## config.mk

```make
export PLATFORM = sky130hd
export DESIGN_NAME = fetch_thread_selector
export DESIGN_NICKNAME = d
export VERILOG_FILES = /design/src/rtl/fts_pkg.sv /design/src/rtl/fts_elig.sv /design/src/rtl/fts_scan.sv /design/src/rtl/fts_list.sv /design/src/rtl/fetch_thread_selector.sv
export SDC_FILE = /design/constraint.sdc
export NUM_CORES = 1
export LEC_CHECK = 0
export BUFFER_PORTS_ARGS = -buffer_cell sky130_fd_sc_hd__buf_2
export CAP_MARGIN = 40
export CORE_MARGIN = 1.5
export CORE_UTILIZATION = 45
export CTS_CLUSTER_DIAMETER = 80
export CTS_CLUSTER_SIZE = 25
export DETAILED_ROUTE_END_ITERATION = 6
export PLACE_DENSITY = 0.68
export SLEW_MARGIN = 40
export SYNTH_ARGS = -nofsm -noshare
export SYNTH_HDL_FRONTEND = slang
export SYNTH_HIERARCHICAL = 1
export SYNTH_SLANG_ARGS = --single-unit
```

## constraint.sdc

```tcl
create_clock -name clk -period 4.4 [get_ports clk]
set_input_delay 0.44 -clock clk [delete_from_list [all_inputs] [get_ports clk]]
set_output_delay 0.44 -clock clk [all_outputs]
set_load 0.01 [all_outputs]
```

## src/rtl/fts_pkg.sv

```systemverilog
package fts_pkg;

    typedef enum logic [1:0] {
        TS_RUNNING   = 2'b00,
        TS_IDLE      = 2'b01,
        TS_BLOCKED   = 2'b10,
        TS_SQUASHING = 2'b11
    } thread_state_e;

    typedef enum logic [1:0] {
        POL_FIXED0 = 2'b00,
        POL_RROBIN = 2'b01,
        POL_RSVD2  = 2'b10,
        POL_RSVD3  = 2'b11
    } pick_policy_e;

    // Running and idle threads may be fetched from
    function automatic logic state_can_fetch(input logic [1:0] st);
        return (st == TS_RUNNING) || (st == TS_IDLE);
    endfunction

endpackage

```

## src/rtl/fts_elig.sv

```systemverilog
module fts_elig
    import fts_pkg::*;
#(
    parameter int NUM_THREADS = 4
) (
    input  logic [2*NUM_THREADS-1:0] status_i,
    output logic [NUM_THREADS-1:0]   elig_o
);

    for (genvar t = 0; t < NUM_THREADS; t++) begin : g_thr
        assign elig_o[t] = state_can_fetch(status_i[2*t +: 2]);
    end

endmodule

```

## src/rtl/fts_scan.sv

```systemverilog
module fts_scan #(
    parameter int NUM_THREADS = 4,
    parameter int TID_W       = 2
) (
    input  logic [NUM_THREADS-1:0][TID_W-1:0] order_i,
    input  logic [NUM_THREADS-1:0]            elig_i,
    output logic                              hit_o,
    output logic [TID_W-1:0]                  pos_o,
    output logic [TID_W-1:0]                  tid_o
);

    // Walk from tail to head so the lowest matching slot is written last
    always_comb begin
        hit_o = 1'b0;
        pos_o = '0;
        for (int i = NUM_THREADS - 1; i >= 0; i--) begin
            if (elig_i[order_i[i]]) begin
                hit_o = 1'b1;
                pos_o = TID_W'(i);
            end
        end
        tid_o = order_i[pos_o];
    end

endmodule

```

## src/rtl/fts_list.sv

```systemverilog
module fts_list #(
    parameter int NUM_THREADS = 4,
    parameter int TID_W       = 2
) (
    input  logic                              clk,
    input  logic                              rst_n,
    input  logic                              rotate_i,
    input  logic [TID_W-1:0]                  pos_i,
    output logic [NUM_THREADS-1:0][TID_W-1:0] order_o
);

    typedef struct packed {
        logic [NUM_THREADS-1:0][TID_W-1:0] order;
    } list_st_t;

    list_st_t st_d, st_q;

    always_comb begin
        st_d = st_q;
        if (rotate_i) begin
            for (int i = 0; i < NUM_THREADS; i++) begin
                if (i >= int'(pos_i)) begin
                    if (i == NUM_THREADS - 1) begin
                        st_d.order[i] = st_q.order[pos_i];
                    end else begin
                        st_d.order[i] = st_q.order[(i + 1) % NUM_THREADS];
                    end
                end
            end
        end
    end

    always_ff @(posedge clk or negedge rst_n) begin
        if (!rst_n) begin
            for (int i = 0; i < NUM_THREADS; i++) begin
                st_q.order[i] <= TID_W'(i);
            end
        end else begin
            st_q <= st_d;
        end
    end

    assign order_o = st_q.order;

endmodule

```

## src/rtl/fetch_thread_selector.sv

```systemverilog
module fetch_thread_selector
    import fts_pkg::*;
#(
    parameter int NUM_THREADS = 4,
    parameter int TID_W       = (NUM_THREADS > 1) ? $clog2(NUM_THREADS) : 1
) (
    input  logic                     clk,
    input  logic                     rst_n,
    input  logic                     pick_i,
    input  logic [1:0]               policy_i,
    input  logic [2*NUM_THREADS-1:0] status_i,
    output logic                     grant_valid_o,
    output logic [TID_W-1:0]         grant_tid_o
);

    typedef struct packed {
        logic             vld;
        logic [TID_W-1:0] tid;
    } grant_st_t;

    logic [NUM_THREADS-1:0]            elig;
    logic [NUM_THREADS-1:0][TID_W-1:0] order;
    logic                              scan_hit;
    logic [TID_W-1:0]                  scan_pos;
    logic [TID_W-1:0]                  scan_tid;
    logic                              grant_now;
    logic [TID_W-1:0]                  tid_now;
    logic                              rotate;
    grant_st_t                         gr_d, gr_q;

    fts_elig #(.NUM_THREADS(NUM_THREADS)) u_elig (
        .status_i (status_i),
        .elig_o   (elig)
    );

    fts_scan #(.NUM_THREADS(NUM_THREADS), .TID_W(TID_W)) u_scan (
        .order_i (order),
        .elig_i  (elig),
        .hit_o   (scan_hit),
        .pos_o   (scan_pos),
        .tid_o   (scan_tid)
    );

    fts_list #(.NUM_THREADS(NUM_THREADS), .TID_W(TID_W)) u_list (
        .clk      (clk),
        .rst_n    (rst_n),
        .rotate_i (rotate),
        .pos_i    (scan_pos),
        .order_o  (order)
    );

    if (NUM_THREADS == 1) begin : g_one
        // Policy plays no part with a single thread
        always_comb begin
            grant_now = pick_i & elig[0];
            tid_now   = '0;
            rotate    = 1'b0;
        end
    end else begin : g_multi
        always_comb begin
            grant_now = 1'b0;
            tid_now   = '0;
            rotate    = 1'b0;
            if (pick_i) begin
                unique case (pick_policy_e'(policy_i))
                    POL_FIXED0: begin
                        grant_now = 1'b1;
                        tid_now   = '0;
                    end
                    POL_RROBIN: begin
                        grant_now = scan_hit;
                        tid_now   = scan_tid;
                        rotate    = scan_hit;
                    end
                    default: begin
                        grant_now = 1'b0;
                    end
                endcase
            end
        end
    end

    always_comb begin
        gr_d     = gr_q;
        gr_d.vld = grant_now;
        if (grant_now) begin
            gr_d.tid = tid_now;
        end
    end

    always_ff @(posedge clk or negedge rst_n) begin
        if (!rst_n) begin
            gr_q <= '0;
        end else begin
            gr_q <= gr_d;
        end
    end

    assign grant_valid_o = gr_q.vld;
    assign grant_tid_o   = gr_q.tid;

endmodule

```

==> summary.md, run 1 <==
| Metric | Value |
|---|---|
| Status | `completed` |
| # rows | `14` |
| Antenna Cells | `0` |
| Nature of the critical path endpoint | `flop` |
| Synthesized area | `approximately 750 um2` |
| Clock transition at path regs | `roughly 70 ps` |
| Maximum clock insertion buffer count | `2` |
| Post-DR wirelength/cell | `15.1 um` |
| Reg2reg setup slack | `between 2000 and 2500 ps` |
| Top Family by Delay on Critical Path | `multiplexers` |
| Worst hold path class | `input port to async pin` |
| CTS tree | `done` |
| Worst Skew | `3.70 ps` |
| Worst Tran Pin Value | `594 ps` |
| Power per Cell Area | `676 nW/um2` |
| DR iter-0 viols | `4` |
| Clock sink count | `11` |
| Overflow after GRT | `0` |
| Worst path max stage delay | `around 570 ps` |
| Setup Viol. Count Final | `0` |
| Die height | `43.7 um` |
| Arrival time worst endpoint | `2540 ps` |
| DRT Pass-1 Iters | `4` |
| Post-CTS Resized | `0` |
| Vias in the first global route | `541` |
| Period utilization | `0.542` |
| Global placer's final weighted congestion | `0.753` |
| Worst hold slack | `around 27 ps` |
| Finished Cell Area | `836 um2` |
| DRT antenna net count | `0` |
| Number of hold buffers added after CTS | `0` |
| # port buffers | `11` |
| Htree depth | `1` |
| Syn Nets | `74` |
| Root buffer cell | `clkbuf_4` |
| Buffers & Inverters on Critical Path | `0` |
| Drt via density | `5.75` |
| Largest net degree at the start of global routing | `12` |
| Initial antenna violation count | `0` |
| Worst EP required | `4560 ps` |
| Nets | `89` |
| Peak VDD IR | `368 uV` |
| CTS buffer count | `3` |
| Crit Path Max Fanout | `8` |
| Clock latency on the worst-skew pair | `roughly 270 ps` |
| Max-Cap Viols | `0` |
| Total power | `0.000565 W` |
| Initial Util | `0.489` |
| TNS Setup | `0 ps` |
| RSZ-0062 raised after global routing | `false` |
| Critical-path cell list | `mux4_2 > nor2_1 > nand2_1 > and4b_2 > a21bo_4 > mux2_4` |
| Crit Path Category | `flop to flop` |
| WL final | `around 1400 um` |
| Static Leak | `0.382 nW` |
| Total track usage | `0.177` |
| Avg Cell Area, Syn | `12.2 um2` |
| FILL cells | `roughly 150` |
| Die area | `1910 um2` |
| Io pins | `16` |
| Via count | `between 500 and 600` |
| Final hold vios | `0` |
| Post-placement cell area | `810 um2` |
| Mapped Cells | `61` |
| Post-route DRC | `0` |
| Fraction of layout instances using a drive strength above 1 | `0.467` |
| Core area | `~1500 um2` |
| First-pass GRT wire length | `2450 um` |
| Synthesis Warnings | `6` |
| Pins Over Slew Limit | `0` |
| Die width | `roughly 44 um` |
| Crit path launch type | `flop` |
| Max_slew headroom | `0.603` |
| Synth unique cells | `21` |
| Worst path slowest cell | `dfstp_2` |
| Postcts setup bufs | `0` |
| Sequential-to-total area share from yosys stat | `0.376` |
| Post-DP HPWL | `1110 um` |
| Synth-to-layout area growth | `12.1%` |
| Synth Register Bits | `11` |
| Final Critical Period | `2390 ps` |
| Fmax achieved | `419 MHz` |
-- where the power goes --
part / total, W / switching, W / internal, W
clock network: 0.0000673 / 0.0000322 / 0.0000351
registers: 0.000224 / 0.0000607 / 0.000164
logic: 0.000273 / 0.000127 / 0.000147
total: 0.000565 / 0.000220 / 0.000345
-- stage by stage --
step | util | std cells | setup WS (ps)
2_1_floorplan | - | 61 | 2150
3_3_place_gp | 0.531 | 87 | 2050
3_5_place_dp | 0.531 | 87 | 2020
4_1_cts | 0.548 | 91 | 2020
5_1_grt | 0.548 | 91 | 1910
6_report | 0.548 | 91 | 2010
-- final cells by class --
| cell class | instances | area, um2 | share of cell area |
|---|---|---|---|
| clock buffers | 4 | 26.3 | 0.0314 |
| inverters | 7 | 26.3 | 0.0314 |
| multi-input cells | 42 | 428 | 0.512 |
| flip-flops and latches | 11 | 280 | 0.335 |
| well taps | 16 | 20.0 | 0.0240 |
| repair buffers | 11 | 55.1 | 0.0659 |
-- cells in the mapped netlist --
cell	instances	share of area
o21ai_0	2	0.013
nor3b_2	1	0.017
nand2_1	5	0.025
dfstp_2	4	0.14
nor2b_1	3	0.025
mux2i_1	8	0.11
inv_1	7	0.035
and4b_2	1	0.015
mux4_2	4	0.12
a221oi_2	2	0.040
a21oi_1	1	0.0067
buf_6	1	0.015
nor3_4	1	0.022
dfrtp_1	7	0.23
nor4bb_1	1	0.013
and4bb_2	1	0.017
nor2_1	4	0.020
mux2_2	4	0.060
mux2_4	2	0.040
nand2b_1	1	0.0084
a21bo_4	1	0.022
-- cell families (layout without fill, tap and decap cells) --
family,Yosys count,count (layout),share of synthesized area
AO/OA/AOI/OAI,6,6,0.0822
buffers and inverters,8,22,0.0503
flip-flops,11,11,0.376
multiplexers,18,18,0.329
AND/OR/NAND/NOR,18,18,0.163
-- placed cells by master (no fill, tap or decap), drive strengths merged --
master	instances
clkbuf	4
o21ai	2
mux2	6
a21bo	1
dfstp	4
buf	11
and4bb	1
dfrtp	7
nor2b	3
mux4	4
mux2i	8
and4b	1
nor3	1
a21oi	1
inv	7
nor4bb	1
nand2	5
nand2b	1
a221oi	2
nor2	4
nor3b	1
-- layer usage --
metal	wire length [um]	global-route usage	part of all wire
met1	584	0.218	0.42
met5	0	0	0
met2	745	0.297	0.54
met4	18	0.0970	0.013
met3	30	0.0250	0.022
-- worst paths after layout --
| kind | endpoint | cells past startpoint |
|---|---|---|
| worst max-delay path | u_list/order_o[4] | 6 |
| worst min-delay path | grant_tid_o[0] | 1 |
| worst max register to register | u_list/order_o[4] | 6 |
| worst min register to register | grant_tid_o[1] | 2 |
| max in group asynchronous | async pin | 1 |
| min in group clk | grant_valid_o | 3 |
No activity file was read; power rests on OpenSTA's default activity.
==> inputs of run 2 (changes only) <==
- clock period: 4.4 -> 2.4 ns (I/O delays scaled with it)
==> summary.md, run 2 (same netlist as run 1, synthesis figures left out) <==
| Metric | Value |
|---|---|
| Die width | `43.7 um (unchanged)` |
| Io pins | `16 (unchanged)` |
| DRT antenna net count | `0 (unchanged)` |
| DR iter-0 viols | `3 (-1)` |
| FILL cells | `137 (-6.8%)` |
| CTS tree | `done` |
| Flip-flop and latch area | `280 um2 (unchanged)` |
| Crit path launch type | `flop` |
| Vias in the first global route | `508 (-6.1%)` |
| Post-DR wirelength/cell | `14.2 um (-6.2%)` |
| # rows | `14 (unchanged)` |
| Root buffer cell | `clkbuf_4` |
| Reg2reg setup slack | `130 ps (-1880 ps)` |
| Nets | `93 (+4.5%)` |
| Htree depth | `1 (unchanged)` |
| Fin cells | `95 (+4.4%)` |
| # port buffers | `11 (unchanged)` |
| Overflow after GRT | `0 (unchanged)` |
| Static Leak | `0.402 nW (+5.1%)` |
| Worst Slack Setup Final | `132 ps (-1880 ps)` |
| CTS buffer count | `3 (unchanged)` |
| RR Endpoint | `u_list/order_o[4]` |
| Fraction of layout instances using a drive strength above 1 | `0.481 (+0.0143)` |
| Die area | `1910 um2 (unchanged)` |
| Die height | `43.7 um (unchanged)` |
| Post-DP HPWL | `1090 um (-1.8%)` |
| Power per Cell Area | `1240 nW/um2 (+83%)` |
| Clock latency on the worst-skew pair | `270 ps (about the same)` |
| Initial antenna violation count | `0 (unchanged)` |
| RSZ-0062 raised after global routing | `false` |
| Pre-CTS WS | `140 ps (-1880 ps)` |
| Synth-to-layout area growth | `16.4%` |
| First-pass GRT wire length | `2280 um (-6.8%)` |
| Crit Path Category | `flop to flop` |
| Fmax achieved | `441 MHz (+5.2%)` |
| Post-route DRC | `0 (unchanged)` |
| Period utilization | `0.945 (+0.403)` |
| Hold path depth | `3` |
| Largest net degree at the start of global routing | `12 (unchanged)` |
| Drt via density | `5.45 (-5.1%)` |
| Antenna Cells | `0 (unchanged)` |
| Worst Skew | `5.77 ps (+2.06 ps)` |
| Clock sink count | `11 (unchanged)` |
| Max-Cap Viols | `0 (unchanged)` |
| Max_slew headroom | `0.725 (+0.122)` |
| Core area | `1520 um2 (unchanged)` |
| Maximum clock insertion buffer count | `2 (unchanged)` |
| Crit Path Max Fanout | `8 (unchanged)` |
| Post-Route Utilization | `0.570 (+0.0213)` |
| Setup Viol. Count Final | `0 (unchanged)` |
| Worst EP required | `2550 ps (-2010 ps)` |
| Hold Path End | `grant_valid_o` |
| Most frequent cells in the layout | `11 x buf_2, 8 x mux2i_1, 7 x dfrtp_1, 7 x inv_1, 5 x nand2_1` |
| Arrival time worst endpoint | `2420 ps (-120 ps)` |
| Post-CTS Resized | `0 (unchanged)` |
| Total track usage | `0.175 (-0.00230)` |
| Final Critical Period | `2270 ps (-117 ps)` |
| Peak VDD IR | `644 uV (+75%)` |
| DRT Pass-1 Iters | `4 (unchanged)` |
| Global placer's final weighted congestion | `0.761 (+1.0%)` |
| Status | `completed` |
| Commonest non-fill, non-tap cell in the layout | `buf_2` |
| Nature of the critical path endpoint | `flop` |
| Worst Tran Pin Value | `411 ps (-183 ps)` |
| Hold wc startpoint | `pick_i` |
| Pins Over Slew Limit | `0 (unchanged)` |
| Via count | `518 (-0.96%)` |
| Placed cells | `90 (+3.4%)` |
| Initial Util | `0.489 (unchanged)` |
| Final hold vios | `0 (unchanged)` |
| Register-to-Register Path Depth | `6 (unchanged)` |
| TNS Setup | `0 ps (unchanged)` |
| WL final | `1350 um (-2.0%)` |
| Multi-input logic area | `428 um2 (unchanged)` |
| Clock transition at path regs | `60 ps (about the same)` |
| Worst hold path class | `input port to flop` |
[run 2: layout make-up]
class | count | area share
Multi-Input combinational cell | 42 | 0.493
Sequential cell | 11 | 0.323
Timing Repair Buffer | 15 | 0.101
Clock buffer | 4 | 0.0303
Inverter | 7 | 0.0303
Tap cell | 16 | 0.0231
[run 2: metrics by stage]
step | hold slack [ps] | area [um2] | total power [W]
after floorplan | -55.6 | 746 | 0.000815
after global placement | 115 | 832 | 0.000936
after detailed placement | 119 | 832 | 0.000950
after CTS | 250 | 868 | 0.00108
after global routing | 273 | 868 | 0.00116
final | 267 | 868 | 0.00107
[run 2: worst max-delay path by stage]
| stage | end | depth (start not counted) | slack, ps | from |
|---|---|---|---|---|
| 6_report | u_list/order_o[4] | 6 | 130 | flop |
| 5_1_grt | grant_tid_o[1] | 7 | 20 | u_list/order_o[2] |
| 4_1_cts | u_list/order_o[4] | 6 | 130 | flop |
| 3_5_place_dp | u_list/order_o[4] | 6 | 140 | flop |
| 3_3_place_gp | u_list/order_o[4] | 6 | 140 | flop |
| 2_1_floorplan | u_list/order_o[4] | 6 | 150 | flop |
[run 2: routing by layer]
layer  global-route usage  share of wire  vias up  wire (um)
li1                     -              -      256          -
met1                0.214           0.47      249        632
met2                0.274           0.47        8        633
met3               0.0125          0.024        5         32
met4                0.158          0.039        0         52
met5                    0              0        -          0
[run 2: repair_timing]
action / in CTS / in global routing
hold buffers: 1 / 0
endpoints found under the hold margin: 7 / 0
setup buffers: 0 / 0
[run 2: critical path: stages (launching register included)]
cell and delay, ps:
dfstp_2 580, mux4_2 520, nor2_1 140, nand2_1 80, and4b_2 300, a21bo_4 240
mux2_4 300
[run 2: power by group]
part | total [W] | switching, W | leakage [nW] | internal [W]
sequential | 0.000407 | 0.000108 | 0.130 | 0.000300
clock | 0.000126 | 0.0000617 | 0.0150 | 0.0000644
combinational | 0.000539 | 0.000235 | 0.257 | 0.000304
==> inputs of run 3 (changes only) <==
- BUFFER_PORTS_ARGS: -buffer_cell sky130_fd_sc_hd__buf_2 -> not set
- DONT_BUFFER_PORTS: not set -> 1
- PLACE_DENSITY: 0.68 -> not set
==> summary.md, run 3 (same netlist as run 1, synthesis figures left out) <==
| Metric | Value |
|---|---|
| Worst Tran Pin Value | `574 ps (+164 ps)` |
| # rows | `14 (unchanged)` |
| Worst path slowest cell | `dfstp_2` |
| Die height | `43.7 um (unchanged)` |
| CTS buffer count | `3 (unchanged)` |
| Register-to-Register Path Depth | `6 (unchanged)` |
| Postcts setup bufs | `0 (unchanged)` |
| Largest net degree at the start of global routing | `12 (unchanged)` |
| Worst Slack Setup Final | `106 ps (-25.3 ps)` |
| Clock latency on the worst-skew pair | `280 ps (about the same)` |
| Initial antenna violation count | `0 (unchanged)` |
| Io pins | `16 (unchanged)` |
| Crit Path Max Fanout | `8 (unchanged)` |
| Crit path launch type | `flop` |
| Commonest non-fill, non-tap cell in the layout | `mux2i_1` |
| Vias in the first global route | `492 (-3.1%)` |
| Pins Over Slew Limit | `0 (unchanged)` |
| Final Critical Period | `2290 ps (+25.3 ps)` |
| Post-route DRC | `0 (unchanged)` |
| Initial Util | `0.489 (unchanged)` |
| Arrival time worst endpoint | `2450 ps (+30 ps)` |
| Via count | `497 (-4.1%)` |
| Setup Viol. Count Final | `0 (unchanged)` |
| Worst EP required | `2560 ps (about the same)` |
| Power per Cell Area | `1310 nW/um2 (+6.3%)` |
| Die width | `43.7 um (unchanged)` |
| First-pass GRT wire length | `2370 um (+3.9%)` |
| Crit Path Category | `flop to flop` |
| Global placer's final weighted congestion | `0.730 (-4.0%)` |
| Total track usage | `0.184 (+0.00893)` |
| Worst Skew | `5.86 ps (+0.0973 ps)` |
| Fmax achieved | `436 MHz (-1.1%)` |
| Overflow after GRT | `0 (unchanged)` |
| Clock sink count | `11 (unchanged)` |
| WL final | `1390 um (+2.9%)` |
| Critical-path cell list | `mux4_2 > nor2_1 > nand2_1 > and4b_2 > a21bo_4 > mux2_4` |
| Post-DP HPWL | `1100 um (+1.5%)` |
| Clock transition at path regs | `70 ps (about the same)` |
| Static Leak | `0.358 nW (-11%)` |
| Final hold vios | `0 (unchanged)` |
| Most frequent cells in the layout | `8 x mux2i_1, 7 x dfrtp_1, 7 x inv_1` |
| Max-Cap Viols | `0 (unchanged)` |
| Hold path depth | `2 (-1)` |
| Core area | `1520 um2 (unchanged)` |
| DRT Pass-1 Iters | `4 (unchanged)` |
| Status | `completed` |
| CTS tree | `done` |
| # port buffers | `0 (-11)` |
| Peak VDD IR | `665 uV (+3.3%)` |
| Number of hold buffers added after CTS | `1 (unchanged)` |
| RSZ-0062 raised after global routing | `false` |
| Die area | `1910 um2 (unchanged)` |
| DRT antenna net count | `0 (unchanged)` |
| Worst path max stage delay | `580 ps (about the same)` |
| Post-CTS Resized | `0 (unchanged)` |
| TNS Setup | `0 ps (unchanged)` |
| Worst hold slack | `153 ps (-114 ps)` |
| Antenna Cells | `0 (unchanged)` |
| Htree depth | `1 (unchanged)` |
| Root buffer cell | `clkbuf_4` |
| Fraction of layout instances using a drive strength above 1 | `0.397 (-0.0840)` |
| Drt via density | `5.92 (+8.5%)` |
| Nature of the critical path endpoint | `flop` |
| Period utilization | `0.956 (+0.0105)` |
| Nets | `82 (-12%)` |
| Maximum clock insertion buffer count | `2 (unchanged)` |
| Post-DR wirelength/cell | `16.5 um (+16%)` |
| Pre-CTS WS | `110 ps (-30.4 ps)` |
| DR iter-0 viols | `2 (-1)` |
| Max_slew headroom | `0.616 (-0.109)` |
| Synth-to-layout area growth | `10.7%` |
| Worst hold path class | `input port to flop` |
run 3: cell types whose count changed in the layout (fill, tap and decap cells not counted), sizes merged:
cell  change
buf      -11
run 3: critical path, delay by kind of cell, from the launching register on:
| family | cells | cell delay [ps] |
|---|---|---|
| multiplexers | 2 | 820 |
| flip-flops | 1 | 580 |
| AO/OA/AOI/OAI | 1 | 240 |
| AND/OR/NAND/NOR | 3 | 550 |
run 3: path summary, 6_finish.rpt:
kind	start	end	slack (ps)
worst max-delay path	flop	u_list/order_o[4]	110
worst min-delay path	pick_i	grant_valid_o	150
worst max register to register	flop	u_list/order_o[4]	110
worst min register to register	flop	flop	510
max in group asynchronous	rst_n	async pin	1690
min in group asynchronous	rst_n	u_list/order_o[3]	360
run 3: layout make-up:
class | count | area [um2]
fillers | 150 | 698
multi-input cells | 42 | 428
flip-flops and latches | 11 | 280
repair buffers | 4 | 45.0
clock buffers | 4 | 26.3
inverters | 7 | 26.3
well taps | 16 | 20.0
run 3: routing by layer:
| metal | up-vias | routed length, um | GRT usage |
|---|---|---|---|
| li1 | 234 | - | - |
| met4 | 0 | 47 | 0.145 |
| met5 | - | 0 | 0 |
| met3 | 4 | 36 | 0.0375 |
| met2 | 7 | 681 | 0.259 |
| met1 | 252 | 624 | 0.243 |
run 3: per-stage QoR:
step	total power [W]	cells	utilization	cell area (um2)
floorplan	0.000815	61	-	746
global placement	0.000939	79	0.518	790
detailed placement	0.000955	79	0.518	790
CTS	0.00109	84	0.542	826
global route	0.00116	84	0.542	826
finish	0.00108	84	0.542	826
run 3: power by group:
group	internal, W	switching, W	total (W)
combinational	0.000307	0.000233	0.000540
clock	0.0000645	0.0000660	0.000130
sequential	0.000300	0.000114	0.000414
